**config.mk**
```make
export PLATFORM = sky130hd
export DESIGN_NAME = ddc_slave_top
export DESIGN_NICKNAME = d
export VERILOG_FILES = /design/src/rtl/ddc_pkg.sv /design/src/rtl/ddc_sync.sv /design/src/rtl/ddc_link.sv /design/src/rtl/ddc_regs.sv /design/src/rtl/ddc_slave_top.sv
export SDC_FILE = /design/constraint.sdc
export NUM_CORES = 1
export LEC_CHECK = 0
export ABC_AREA = 1
export BUFFER_PORTS_ARGS = -buffer_cell sky130_fd_sc_hd__buf_2
export CORE_MARGIN = 1
export CORE_UTILIZATION = 30
export DETAILED_ROUTE_END_ITERATION = 10
export HOLD_SLACK_MARGIN = 0.1
export PLACE_DENSITY_LB_ADDON = 0.25
export SYNTH_ARGS = -nofsm -noshare
export SYNTH_HDL_FRONTEND = slang
export SYNTH_SLANG_ARGS = --single-unit
export TNS_END_PERCENT = 10
```
**constraint.sdc**
```tcl
create_clock -name clk -period 1.6 [get_ports clk]
set_input_delay 0.24 -clock clk [delete_from_list [all_inputs] [get_ports clk]]
set_output_delay 0.24 -clock clk [all_outputs]
set_load 0.1 [all_outputs]
```
**src/rtl/ddc_pkg.sv**
```systemverilog
package ddc_pkg;
    localparam int BYTE_W  = 8;
    localparam int NFLAGS  = 7;
    localparam int REG_AW  = 3;

    localparam int FL_START = 0;
    localparam int FL_HIT   = 1;
    localparam int FL_RX    = 2;
    localparam int FL_TX    = 3;
    localparam int FL_NAK   = 4;
    localparam int FL_STOP  = 5;
    localparam int FL_MODE  = 6;

    localparam logic [REG_AW-1:0] RA_CTRL  = 3'd0;
    localparam logic [REG_AW-1:0] RA_FLAGS = 3'd1;
    localparam logic [REG_AW-1:0] RA_EN    = 3'd2;
    localparam logic [REG_AW-1:0] RA_OWN   = 3'd3;
    localparam logic [REG_AW-1:0] RA_RX    = 3'd4;
    localparam logic [REG_AW-1:0] RA_TX    = 3'd5;

    typedef enum logic [2:0] {
        LK_IDLE, LK_ADDR, LK_AACK, LK_WRITE, LK_WACK, LK_READ, LK_RACK, LK_SKIP
    } link_state_e;

    typedef struct packed {
        link_state_e        state;
        logic               mode;
        logic [3:0]         cnt;
        logic [BYTE_W-1:0]  sh;
        logic               hit;
        logic               rw;
        logic               oe;
        logic               scl_p;
        logic               sda_p;
    } link_regs_t;

    typedef struct packed {
        logic               force_ddc1;
        logic [NFLAGS-1:0]  flags;
        logic [NFLAGS-1:0]  en;
        logic [6:0]         own;
        logic [BYTE_W-1:0]  rx;
        logic [BYTE_W-1:0]  tx;
    } ctl_regs_t;
endpackage

```
**src/rtl/ddc_sync.sv**
```systemverilog
module ddc_sync #(
    parameter int STAGES = 2,
    parameter int LINES  = 2
) (
    input  logic             clk,
    input  logic             rst_n,
    input  logic [LINES-1:0] din,
    output logic [LINES-1:0] dout
);
    for (genvar g = 0; g < LINES; g++) begin : g_line
        logic [STAGES-1:0] chain_q;
        logic [STAGES-1:0] chain_d;

        always_comb begin
            chain_d = {chain_q[STAGES-2:0], din[g]};
        end

        always_ff @(posedge clk or negedge rst_n) begin
            if (!rst_n) chain_q <= '1;
            else        chain_q <= chain_d;
        end

        assign dout[g] = chain_q[STAGES-1];
    end
endmodule

```
**src/rtl/ddc_link.sv**
```systemverilog
module ddc_link
    import ddc_pkg::*;
#(
    parameter logic [6:0] FIXED_ADDR = 7'h50
) (
    input  logic              clk,
    input  logic              rst_n,
    input  logic              scl_s,
    input  logic              sda_s,
    input  logic              force_i,
    input  logic [6:0]        own_addr_i,
    input  logic [BYTE_W-1:0] tx_byte_i,
    output logic              sda_oe_o,
    output logic              mode_o,
    output logic [NFLAGS-1:0] ev_o,
    output logic              rx_load_o,
    output logic [BYTE_W-1:0] rx_byte_o
);
    link_regs_t q, d;

    logic scl_rise, scl_fall, start_det, stop_det;
    logic [BYTE_W-1:0] nbyte;
    logic match;

    always_comb begin
        scl_rise  = scl_s && !q.scl_p;
        scl_fall  = !scl_s && q.scl_p;
        start_det = scl_s && q.scl_p && q.sda_p && !sda_s;
        stop_det  = scl_s && q.scl_p && !q.sda_p && sda_s;
        nbyte     = {q.sh[BYTE_W-2:0], sda_s};
        match     = (nbyte[7:1] == FIXED_ADDR) || (nbyte[7:1] == own_addr_i);
    end

    always_comb begin
        d         = q;
        d.scl_p   = scl_s;
        d.sda_p   = sda_s;
        ev_o      = '0;
        rx_load_o = 1'b0;
        rx_byte_o = nbyte;
        if (!q.mode) begin
            d.oe = 1'b0;
            if (!force_i && scl_rise) begin
                d.mode        = 1'b1;
                d.state       = LK_IDLE;
                ev_o[FL_MODE] = 1'b1;
            end
        end else if (force_i) begin
            d.mode        = 1'b0;
            d.state       = LK_IDLE;
            d.oe          = 1'b0;
            ev_o[FL_MODE] = 1'b1;
        end else if (start_det) begin
            d.state        = LK_ADDR;
            d.cnt          = '0;
            d.hit          = 1'b0;
            d.oe           = 1'b0;
            ev_o[FL_START] = 1'b1;
        end else if (stop_det) begin
            d.state       = LK_IDLE;
            d.cnt         = '0;
            d.oe          = 1'b0;
            ev_o[FL_STOP] = 1'b1;
        end else begin
            case (q.state)
                LK_ADDR: begin
                    if (scl_rise && q.cnt < 4'd8) begin
                        d.sh  = nbyte;
                        d.cnt = q.cnt + 4'd1;
                        if (q.cnt == 4'd7) begin
                            rx_load_o    = 1'b1;
                            d.hit        = match;
                            d.rw         = sda_s;
                            ev_o[FL_HIT] = match;
                        end
                    end else if (scl_fall && q.cnt == 4'd8) begin
                        if (q.hit) begin
                            d.oe    = 1'b1;
                            d.state = LK_AACK;
                        end else begin
                            d.state = LK_SKIP;
                        end
                    end
                end
                LK_AACK, LK_RACK: begin
                    if (q.state == LK_RACK && scl_rise) begin
                        if (sda_s) begin
                            ev_o[FL_NAK] = 1'b1;
                            d.state      = LK_SKIP;
                        end else begin
                            ev_o[FL_TX] = 1'b1;
                            d.cnt       = 4'd1;
                        end
                    end else if (scl_fall && (q.state == LK_AACK || q.cnt == 4'd1)) begin
                        if (q.rw) begin
                            d.oe    = !tx_byte_i[BYTE_W-1];
                            d.sh    = {tx_byte_i[BYTE_W-2:0], 1'b0};
                            d.cnt   = 4'd1;
                            d.state = LK_READ;
                        end else begin
                            d.oe    = 1'b0;
                            d.cnt   = '0;
                            d.state = LK_WRITE;
                        end
                    end
                end
                LK_WRITE: begin
                    if (scl_rise && q.cnt < 4'd8) begin
                        d.sh  = nbyte;
                        d.cnt = q.cnt + 4'd1;
                        if (q.cnt == 4'd7) begin
                            rx_load_o   = 1'b1;
                            ev_o[FL_RX] = 1'b1;
                        end
                    end else if (scl_fall && q.cnt == 4'd8) begin
                        d.oe    = 1'b1;
                        d.state = LK_WACK;
                    end
                end
                LK_WACK: begin
                    if (scl_fall) begin
                        d.oe    = 1'b0;
                        d.cnt   = '0;
                        d.state = LK_WRITE;
                    end
                end
                LK_READ: begin
                    if (scl_fall) begin
                        if (q.cnt == 4'd8) begin
                            d.oe    = 1'b0;
                            d.cnt   = '0;
                            d.state = LK_RACK;
                        end else begin
                            d.oe  = !q.sh[BYTE_W-1];
                            d.sh  = {q.sh[BYTE_W-2:0], 1'b0};
                            d.cnt = q.cnt + 4'd1;
                        end
                    end
                end
                default: ;
            endcase
        end
    end

    always_ff @(posedge clk or negedge rst_n) begin
        if (!rst_n) begin
            q       <= '0;
            q.state <= LK_IDLE;
            q.scl_p <= 1'b1;
            q.sda_p <= 1'b1;
        end else begin
            q <= d;
        end
    end

    assign sda_oe_o = q.oe;
    assign mode_o   = q.mode;

    AST_OE_SCL_LOW: assert property (@(posedge clk) disable iff (!rst_n)
        (q.oe != $past(q.oe)) |-> (!$past(scl_s) || $past(force_i)));

    AST_NO_DRIVE_DDC1: assert property (@(posedge clk) disable iff (!rst_n)
        !q.mode |-> !q.oe);

    AST_ACK_ONLY_HIT: assert property (@(posedge clk) disable iff (!rst_n)
        (q.state == LK_AACK && $past(q.state) != LK_AACK) |-> (q.hit && q.oe));
endmodule

```
**src/rtl/ddc_regs.sv**
```systemverilog
module ddc_regs
    import ddc_pkg::*;
(
    input  logic              clk,
    input  logic              rst_n,
    input  logic              reg_we,
    input  logic [REG_AW-1:0] reg_addr,
    input  logic [BYTE_W-1:0] reg_wdata,
    output logic [BYTE_W-1:0] reg_rdata,
    input  logic [NFLAGS-1:0] ev_i,
    input  logic              rx_load_i,
    input  logic [BYTE_W-1:0] rx_byte_i,
    input  logic              mode_i,
    output logic              force_o,
    output logic [6:0]        own_addr_o,
    output logic [BYTE_W-1:0] tx_byte_o,
    output logic [NFLAGS-1:0] irq_o
);
    ctl_regs_t q, d;

    always_comb begin
        d = q;
        if (reg_we) begin
            case (reg_addr)
                RA_CTRL:  d.force_ddc1 = reg_wdata[0];
                RA_FLAGS: d.flags      = q.flags & ~reg_wdata[NFLAGS-1:0];
                RA_EN:    d.en         = reg_wdata[NFLAGS-1:0];
                RA_OWN:   d.own        = reg_wdata[6:0];
                RA_TX:    d.tx         = reg_wdata;
                default: ;
            endcase
        end
        d.flags = d.flags | ev_i;
        if (rx_load_i) d.rx = rx_byte_i;
    end

    always_ff @(posedge clk or negedge rst_n) begin
        if (!rst_n) begin
            q            <= '0;
            q.force_ddc1 <= 1'b1;
        end else begin
            q <= d;
        end
    end

    always_comb begin
        case (reg_addr)
            RA_CTRL:  reg_rdata = {6'd0, mode_i, q.force_ddc1};
            RA_FLAGS: reg_rdata = {1'b0, q.flags};
            RA_EN:    reg_rdata = {1'b0, q.en};
            RA_OWN:   reg_rdata = {1'b0, q.own};
            RA_RX:    reg_rdata = q.rx;
            RA_TX:    reg_rdata = q.tx;
            default:  reg_rdata = '0;
        endcase
    end

    assign force_o    = q.force_ddc1;
    assign own_addr_o = q.own;
    assign tx_byte_o  = q.tx;
    assign irq_o      = q.flags & q.en;

    AST_START_STICKY: assert property (@(posedge clk) disable iff (!rst_n)
        ($past(q.flags[FL_START]) && !($past(reg_we) && $past(reg_addr) == RA_FLAGS
          && $past(reg_wdata[FL_START]))) |-> q.flags[FL_START]);

    AST_MODE_FLAG: assert property (@(posedge clk) disable iff (!rst_n)
        $rose(mode_i) |-> q.flags[FL_MODE]);
endmodule

```
**src/rtl/ddc_slave_top.sv**
```systemverilog
module ddc_slave_top
    import ddc_pkg::*;
#(
    parameter logic [6:0] FIXED_ADDR  = 7'h50,
    parameter int         SYNC_STAGES = 2
) (
    input  logic              clk,
    input  logic              rst_n,
    input  logic              scl_i,
    input  logic              sda_i,
    output logic              sda_oe,
    input  logic              reg_we,
    input  logic [REG_AW-1:0] reg_addr,
    input  logic [BYTE_W-1:0] reg_wdata,
    output logic [BYTE_W-1:0] reg_rdata,
    output logic [NFLAGS-1:0] irq
);
    logic [1:0]        bus_s;
    logic              force_w, mode_w, rx_load_w;
    logic [6:0]        own_w;
    logic [BYTE_W-1:0] tx_w, rx_w;
    logic [NFLAGS-1:0] ev_w;

    ddc_sync #(.STAGES(SYNC_STAGES), .LINES(2)) u_sync (
        .clk  (clk),
        .rst_n(rst_n),
        .din  ({scl_i, sda_i}),
        .dout (bus_s)
    );

    ddc_link #(.FIXED_ADDR(FIXED_ADDR)) u_link (
        .clk       (clk),
        .rst_n     (rst_n),
        .scl_s     (bus_s[1]),
        .sda_s     (bus_s[0]),
        .force_i   (force_w),
        .own_addr_i(own_w),
        .tx_byte_i (tx_w),
        .sda_oe_o  (sda_oe),
        .mode_o    (mode_w),
        .ev_o      (ev_w),
        .rx_load_o (rx_load_w),
        .rx_byte_o (rx_w)
    );

    ddc_regs u_regs (
        .clk       (clk),
        .rst_n     (rst_n),
        .reg_we    (reg_we),
        .reg_addr  (reg_addr),
        .reg_wdata (reg_wdata),
        .reg_rdata (reg_rdata),
        .ev_i      (ev_w),
        .rx_load_i (rx_load_w),
        .rx_byte_i (rx_w),
        .mode_i    (mode_w),
        .force_o   (force_w),
        .own_addr_o(own_w),
        .tx_byte_o (tx_w),
        .irq_o     (irq)
    );
endmodule

```
==> results of run 1 <==
[flip-flops by register name (all words and copies together) (netlist names)]
register	count
u_sync.g_line.chain_q	4
u_link.rx_byte_o	7
u_regs.tx_byte_o	8
u_regs.q	22
u_regs.force_o	1
u_regs.own_addr_o	7
u_link.mode_o	1
u_link.q	12
u_link.sda_oe_o	1
[power breakdown]
group / total, mW / switching, mW / internal [mW] / leakage, nW
combinational: 3.14 / 1.94 / 1.19 / 1.48
sequential: 2.28 / 0.354 / 1.92 / 0.800
clock: 1.93 / 0.730 / 1.20 / 0.142
[stage by stage]
step | setup slack [ns] | util (%)
floorplan | -0.181 | -
global route | -0.201 | 45.1
finish | -0.103 | 45.1
global placement | -0.335 | 40.0
CTS | -0.0580 | 44.1
detailed placement | -0.255 | 40.0
[cell type report]
type | instances | share of cell area, %
flip-flops and latches | 63 | 31.9
multi-input cells | 329 | 36.3
well taps | 140 | 3.52
clock inverters | 6 | 1.23
clock buffers | 10 | 4.60
repair buffers | 105 | 17.5
inverters | 64 | 4.88
[worst max-delay path: cells and delay by family (launching register included)]
kind | cells | cell delay [ns]
buf+inv | 3 | 0.41
simple gates | 8 | 0.68
flops | 1 | 0.56
[worst paths after layout]
check	from	endpoint	slack [ns]	cells after the start
hold reg to reg	u_sync.g_line[0].chain_q[0]	u_sync.g_line[0].chain_q[1]	0.35	0
max in group asynchronous	rst_n	u_sync.g_line[1].chain_q[1]	0.83	3
min in group asynchronous	rst_n	u_regs.own_addr_o[3]	0.44	3
hold / removal	reg_wdata[7]	u_regs.tx_byte_o[7]	0.17	3
setup reg to reg	u_sync.g_line[1].chain_q[1]	u_link.q[20]	-0.10	11
setup / recovery	u_sync.g_line[1].chain_q[1]	u_link.q[20]	-0.10	11
[cell usage in the layout, fill, tap and decap left out, types with 2 or more instances in the layout]
cell,Yosys,routed
nand3_1,33,25
inv_2,2,4
ha_1,3,2
dfstp_2,7,7
a22oi_1,10,9
nand2_4,0,3
clkinv_2,0,3
nor2_1,34,24
nand3_4,0,2
o2111ai_2,0,2
buf_12,0,10
buf_4,0,67
clkbuf_16,0,9
dlygate4sd3_1,0,3
o21ai_2,0,3
a21oi_1,6,4
nand2_1,138,124
buf_6,1,2
inv_1,62,59
nor2_2,2,8
o31ai_1,2,2
nand2_2,3,15
nor2_4,3,7
nand4_1,12,12
xnor2_1,7,7
o21ai_0,59,49
nand3_2,1,7
o21ai_1,4,11
dfrtp_1,56,55
buf_2,1,23
[kinds of logic after synthesis]
family                   after synthesis
AO/OA/AOI/OAI                         87
XOR/XNOR                               8
buffers and inverters                 70
AND/OR/NAND/NOR                      230
adder cells (fa/ha/maj)                3
flip-flops                            63
[layer usage]
layer	up-vias	global-route usage, %
met5	-	0
li1	1731	-
met3	14	4.18
met1	1697	24.7
met4	0	6.29
met2	64	35.3
[timing repair]
action	4_1_cts	5_1_grt
setup endpoints to repair	34	35
setup buffers	4	1
endpoints found under the hold margin	58	0
pin swaps	11	21
cloned	1	0
hold buffers	3	0
resized for setup	35	31
==> results_dict.tcl, run 1 <==
set metrics [dict create \
    cts_tree "built" \
    power.leakage_nw 2.42 \
    ioPinCount 32 \
    register_area_mm2 0.00159 \
    rsz0062_at_grt "yes" \
    max_cap_viol_count 0 \
    route.met2.wl_mm 5.49 \
    synth.net_count 480 \
    finClkSkew_ns 0.00599 \
    antenna_left 0 \
    crit_required_ns 1.87 \
    drive_gt1_share_pct 32.2 \
    hold_class "primary input to register" \
    cp_slowest_cell "dfstp_2" \
    synth_cells 461 \
    synth_edf_count 0 \
    netlist.area_leader.share_pct 40.7 \
    clk_latency_ns 0.33 \
    final.period_utilization_pct 106 \
    n_antenna_cell 0 \
    yosys_register_bits 63 \
    wl_met1_mm 4.90 \
    synth-xor-area-share_pct 2.03 \
    io_buffers 31 \
    critical_path.cell_chain "buf_6, nand2_4, buf_6, nor2_4, nor2_2, nand2_1, nor2_1, nor2_2, buf_4, nand3_2, nand2_1" \
    whs_ns 0.170 \
    grt_use_total_pct 20.2 \
    start_kind "register" \
    cts_sinks 63 \
    remaining_drc_errors 0 \
    synth-simple-area-share_pct 29.0 \
    crit_type "register to register" \
    final_nets 591 \
    synth.area.top_cells "dfrtp_1, nand2_1, o21ai_0" \
    yosys_warnings 0 \
    slew_viol_final 0 \
    die_h_um 109 \
    place_inst 692 \
    clk_pin_slew_ns 0.06 \
    final-setup-viol-count 21 \
    end_kind "register" \
    async_flop_share_pct 100 \
    violations "negative setup slack" \
    ys.flop_type "dfrtp_1" \
    setup_tns_ns -0.869 \
    n_fill_cell 1130 \
    initial_core_util_pct 31.2 \
    topRoutingLayerUsed "met4" \
    cts_buffers 9 \
    grt_pass1_vias 3465 \
    htreeDepth 3 \
    synth_compound_area_share_pct 14.0 \
    grt_pass1_wl_mm 17.8 \
    syn_avg_cell_area_um2 7.47 \
    synthMuxAreaShare_pct 0 \
    grt_remaining_overflow 0 \
    place_area_mm2 0.00441 \
    slew_headroom_pct 67.1 \
    synth.distinct_cells 31 \
    p_per_area_mw_per_mm2 1480 \
    place_congestion 0.850 \
    synth_top_family_by_area "simple AND/OR/NAND/NOR gates" \
    antenna_found_initial 0 \
    grt_max_degree 64 \
    area_growth_pct 44.3 \
    firstDrtPassIters 4 \
    dr_total_vias 3506 \
    synth.most_common_cell "nand2_1" \
    fin_ws_ns -0.103 \
    dieArea_mm2 0.0119 \
    stdcell_count 717 \
    cp_max_fo 4 \
    ir_drop_v 0.000814 \
    total_power_mw 7.34 \
    dp.final_hpwl_mm 8.25 \
    routed-wl-met3_um 343 \
    vias_per_cell 4.89 \
    stdcell_area_mm2 0.00497 \
    die_w_um 109 \
    cp.arrival_ns 1.98 \
    finalCriticalPeriod_ns 1.70 \
    yosys.area.top_type "dfrtp_1" \
    critical_path.max_stage_delay_ns 0.56 \
    cts_max_path_buffers 2 \
    drtIter0Drc 160 \
    wl_mm 10.9 \
    status "complete, but fails checks" \
    ys_seq_area_share_pct 46.0 \
    cts-root-buf "clkbuf_16" \
    syn-cell-area_mm2 0.00345 \
    fmax_mhz 587 \
    synth_common_cells "nand2_1, inv_1, o21ai_0" \
    wl_per_cell_um 15.2 \
    rows 38 \
    tightest_slew_ns 0.497 \
    multiInputGateArea_mm2 0.00181 \
    synthAdderAreaFrac_pct 1.09 \
    core-area_mm2 0.0110 \
    finalHoldViolCount 0 \
]
No activity file was read; power rests on OpenSTA's default activity.
==> run 2: changes to the inputs <==
SETUP_SLACK_MARGIN = 0.2   (was default)
clock period = 1.9 ns   (was 1.6 ns; I/O delays follow)
==> results_dict.tcl, run 2 (synthesis gave the netlist of run 1 again) <==
set metrics [dict create \
    status "finished clean" \
    route.met2.wl_mm 4.96 \
    start_kind "register" \
    rsz0062_at_grt "yes" \
    routed-wl-met3_um 533 \
    stdcell_area_mm2 0.00472 \
    cp_num_buf_inv 1 \
    grt_use_total_pct 19.1 \
    vias_per_cell 4.95 \
    worstHoldStart "reg_wdata[7]" \
    grt_remaining_overflow 0 \
    finClkSkew_ns 0.00713 \
    hold_path_depth 3 \
    cp_top_family "flip-flops" \
    cp.arrival_ns 1.43 \
    layout_common_cells "nand2_1, o21ai_0, dfrtp_1" \
    die_w_um 109 \
    fin_ws_ns 0.183 \
    slew_viol_final 0 \
    tightest_slew_ns 0.496 \
    dp_slack_ns -0.0168 \
    wl_per_cell_um 15.2 \
    largest_reg_flops 22 \
    finalHoldViolCount 0 \
    n_fill_cell 1125 \
    critical_path.max_stage_delay_ns 0.40 \
    max_flop_register "u_regs.q" \
    power.leakage_nw 2.24 \
    grt_pass1_vias 3314 \
    drtIter0Drc 228 \
    final.period_utilization_pct 90.4 \
    end_kind "output port" \
    remaining_drc_errors 0 \
    antenna_left 0 \
    htreeDepth 3 \
    n_antenna_cell 0 \
    crit_required_ns 1.62 \
    cp_max_fo 2 \
    cts_buffers 9 \
    place_congestion 0.935 \
    clk_latency_ns 0.33 \
    drive_gt1_share_pct 28.0 \
    cts_tree "built" \
    cp_slowest_cell "dfrtp_1" \
    grt_max_degree 64 \
    wl_met1_mm 4.50 \
    dr_total_vias 3327 \
    critical_path.cell_chain "nand4_1, nand2_1, a221oi_2, nand3_1, buf_12" \
    timing.rr.start "u_sync.g_line[1].chain_q[1]" \
    rr_endpoint "u_link.rx_byte_o[2]" \
    wl_mm 10.2 \
    cts_sinks 63 \
    setup_tns_ns 0 \
    dieArea_mm2 0.0119 \
    p_per_area_mw_per_mm2 1310 \
    topRoutingLayerUsed "met4" \
    final-setup-viol-count 0 \
    die_h_um 109 \
    ioPinCount 32 \
    rows 38 \
    firstDrtPassIters 5 \
    slew_headroom_pct 67.1 \
    ir_drop_v 0.000854 \
    rrSetupSlack_ns 0.21 \
    place_area_mm2 0.00398 \
    clk_pin_slew_ns 0.05 \
    grt_pass1_wl_mm 16.9 \
    max_cap_viol_count 0 \
    antenna_found_initial 0 \
    core-area_mm2 0.0110 \
    dp.final_hpwl_mm 7.54 \
    fmax_mhz 582 \
    finalCriticalPeriod_ns 1.72 \
    area_growth_pct 37.0 \
    final_nets 546 \
    whs_endpoint "u_regs.tx_byte_o[7]" \
    cts_max_path_buffers 2 \
    initial_core_util_pct 31.2 \
    hold_class "primary input to register" \
    final_common_cell "nand2_1" \
    crit_type "register to output port" \
    io_buffers 31 \
    reg2regPathDepth 7 \
    cts-root-buf "clkbuf_16" \
]
[run 2: per-layer routing]
layer / global-route usage (%) / vias to the layer above
li1: - / 1640
met1: 24.2 / 1561
met2: 31.8 / 103
met3: 3.95 / 23
met4: 7.52 / 0
met5: 0 / -
[run 2: repair_timing]
action / CTS / global route
setup endpoints to repair: 32 / 33
gates resized for setup: 20 / 61
pin swaps: 6 / 21
hold buffers: 3 / 0
endpoints found under the hold margin: 58 / 0
cloned: 1 / 0
buffers inserted: 7 / 9
[run 2: worst max-delay path by stage]
stage,endpoint,cells after the start,start
2_1_floorplan,reg_rdata[0],4,reg_addr[0]
3_3_place_gp,reg_rdata[0],8,reg_addr[2]
3_5_place_dp,u_link.q[20],9,u_sync.g_line[1].chain_q[1]
4_1_cts,u_link.q[15],6,u_sync.g_line[1].chain_q[1]
5_1_grt,u_link.sda_oe_o,9,u_link.q[1]
6_report,reg_rdata[1],5,u_regs.q[9]
[run 2: power by group]
part | total, mW | switching (mW) | internal (mW) | leakage (nW)
clock | 1.81 | 0.589 | 1.22 | 0.160
sequential | 1.96 | 0.337 | 1.62 | 0.799
combinational | 2.40 | 1.57 | 0.825 | 1.28
total | 6.16 | 2.50 | 3.67 | 2.24
[run 2: layout make-up]
cell class	instances	area, um^2	area share (%)
multi-input cells	329	1860	39.5
flip-flops and latches	63	1590	33.6
repair buffers	60	520	11.0
clock buffers	13	260	5.51
inverters	64	246	5.22
well taps	140	175	3.71
clock inverters	3	65.1	1.38
[run 2: per-stage QoR]
step | std cells | hold WS, ns | power [mW] | utilization [%]
after CTS | 663 | 0.209 | 5.92 | 40.3
after floorplan | 461 | -0.0106 | 3.36 | -
final | 672 | 0.208 | 6.16 | 42.8
after detailed placement | 636 | 0.322 | 3.97 | 36.0
after global placement | 636 | 0.321 | 3.97 | 36.0
after global routing | 672 | 0.235 | 6.52 | 42.8
[run 2: tightest hold or removal path, cell delays in order]
cell     delay (ns)
buf_2          0.08
nor2_1         0.03
a21oi_1        0.10
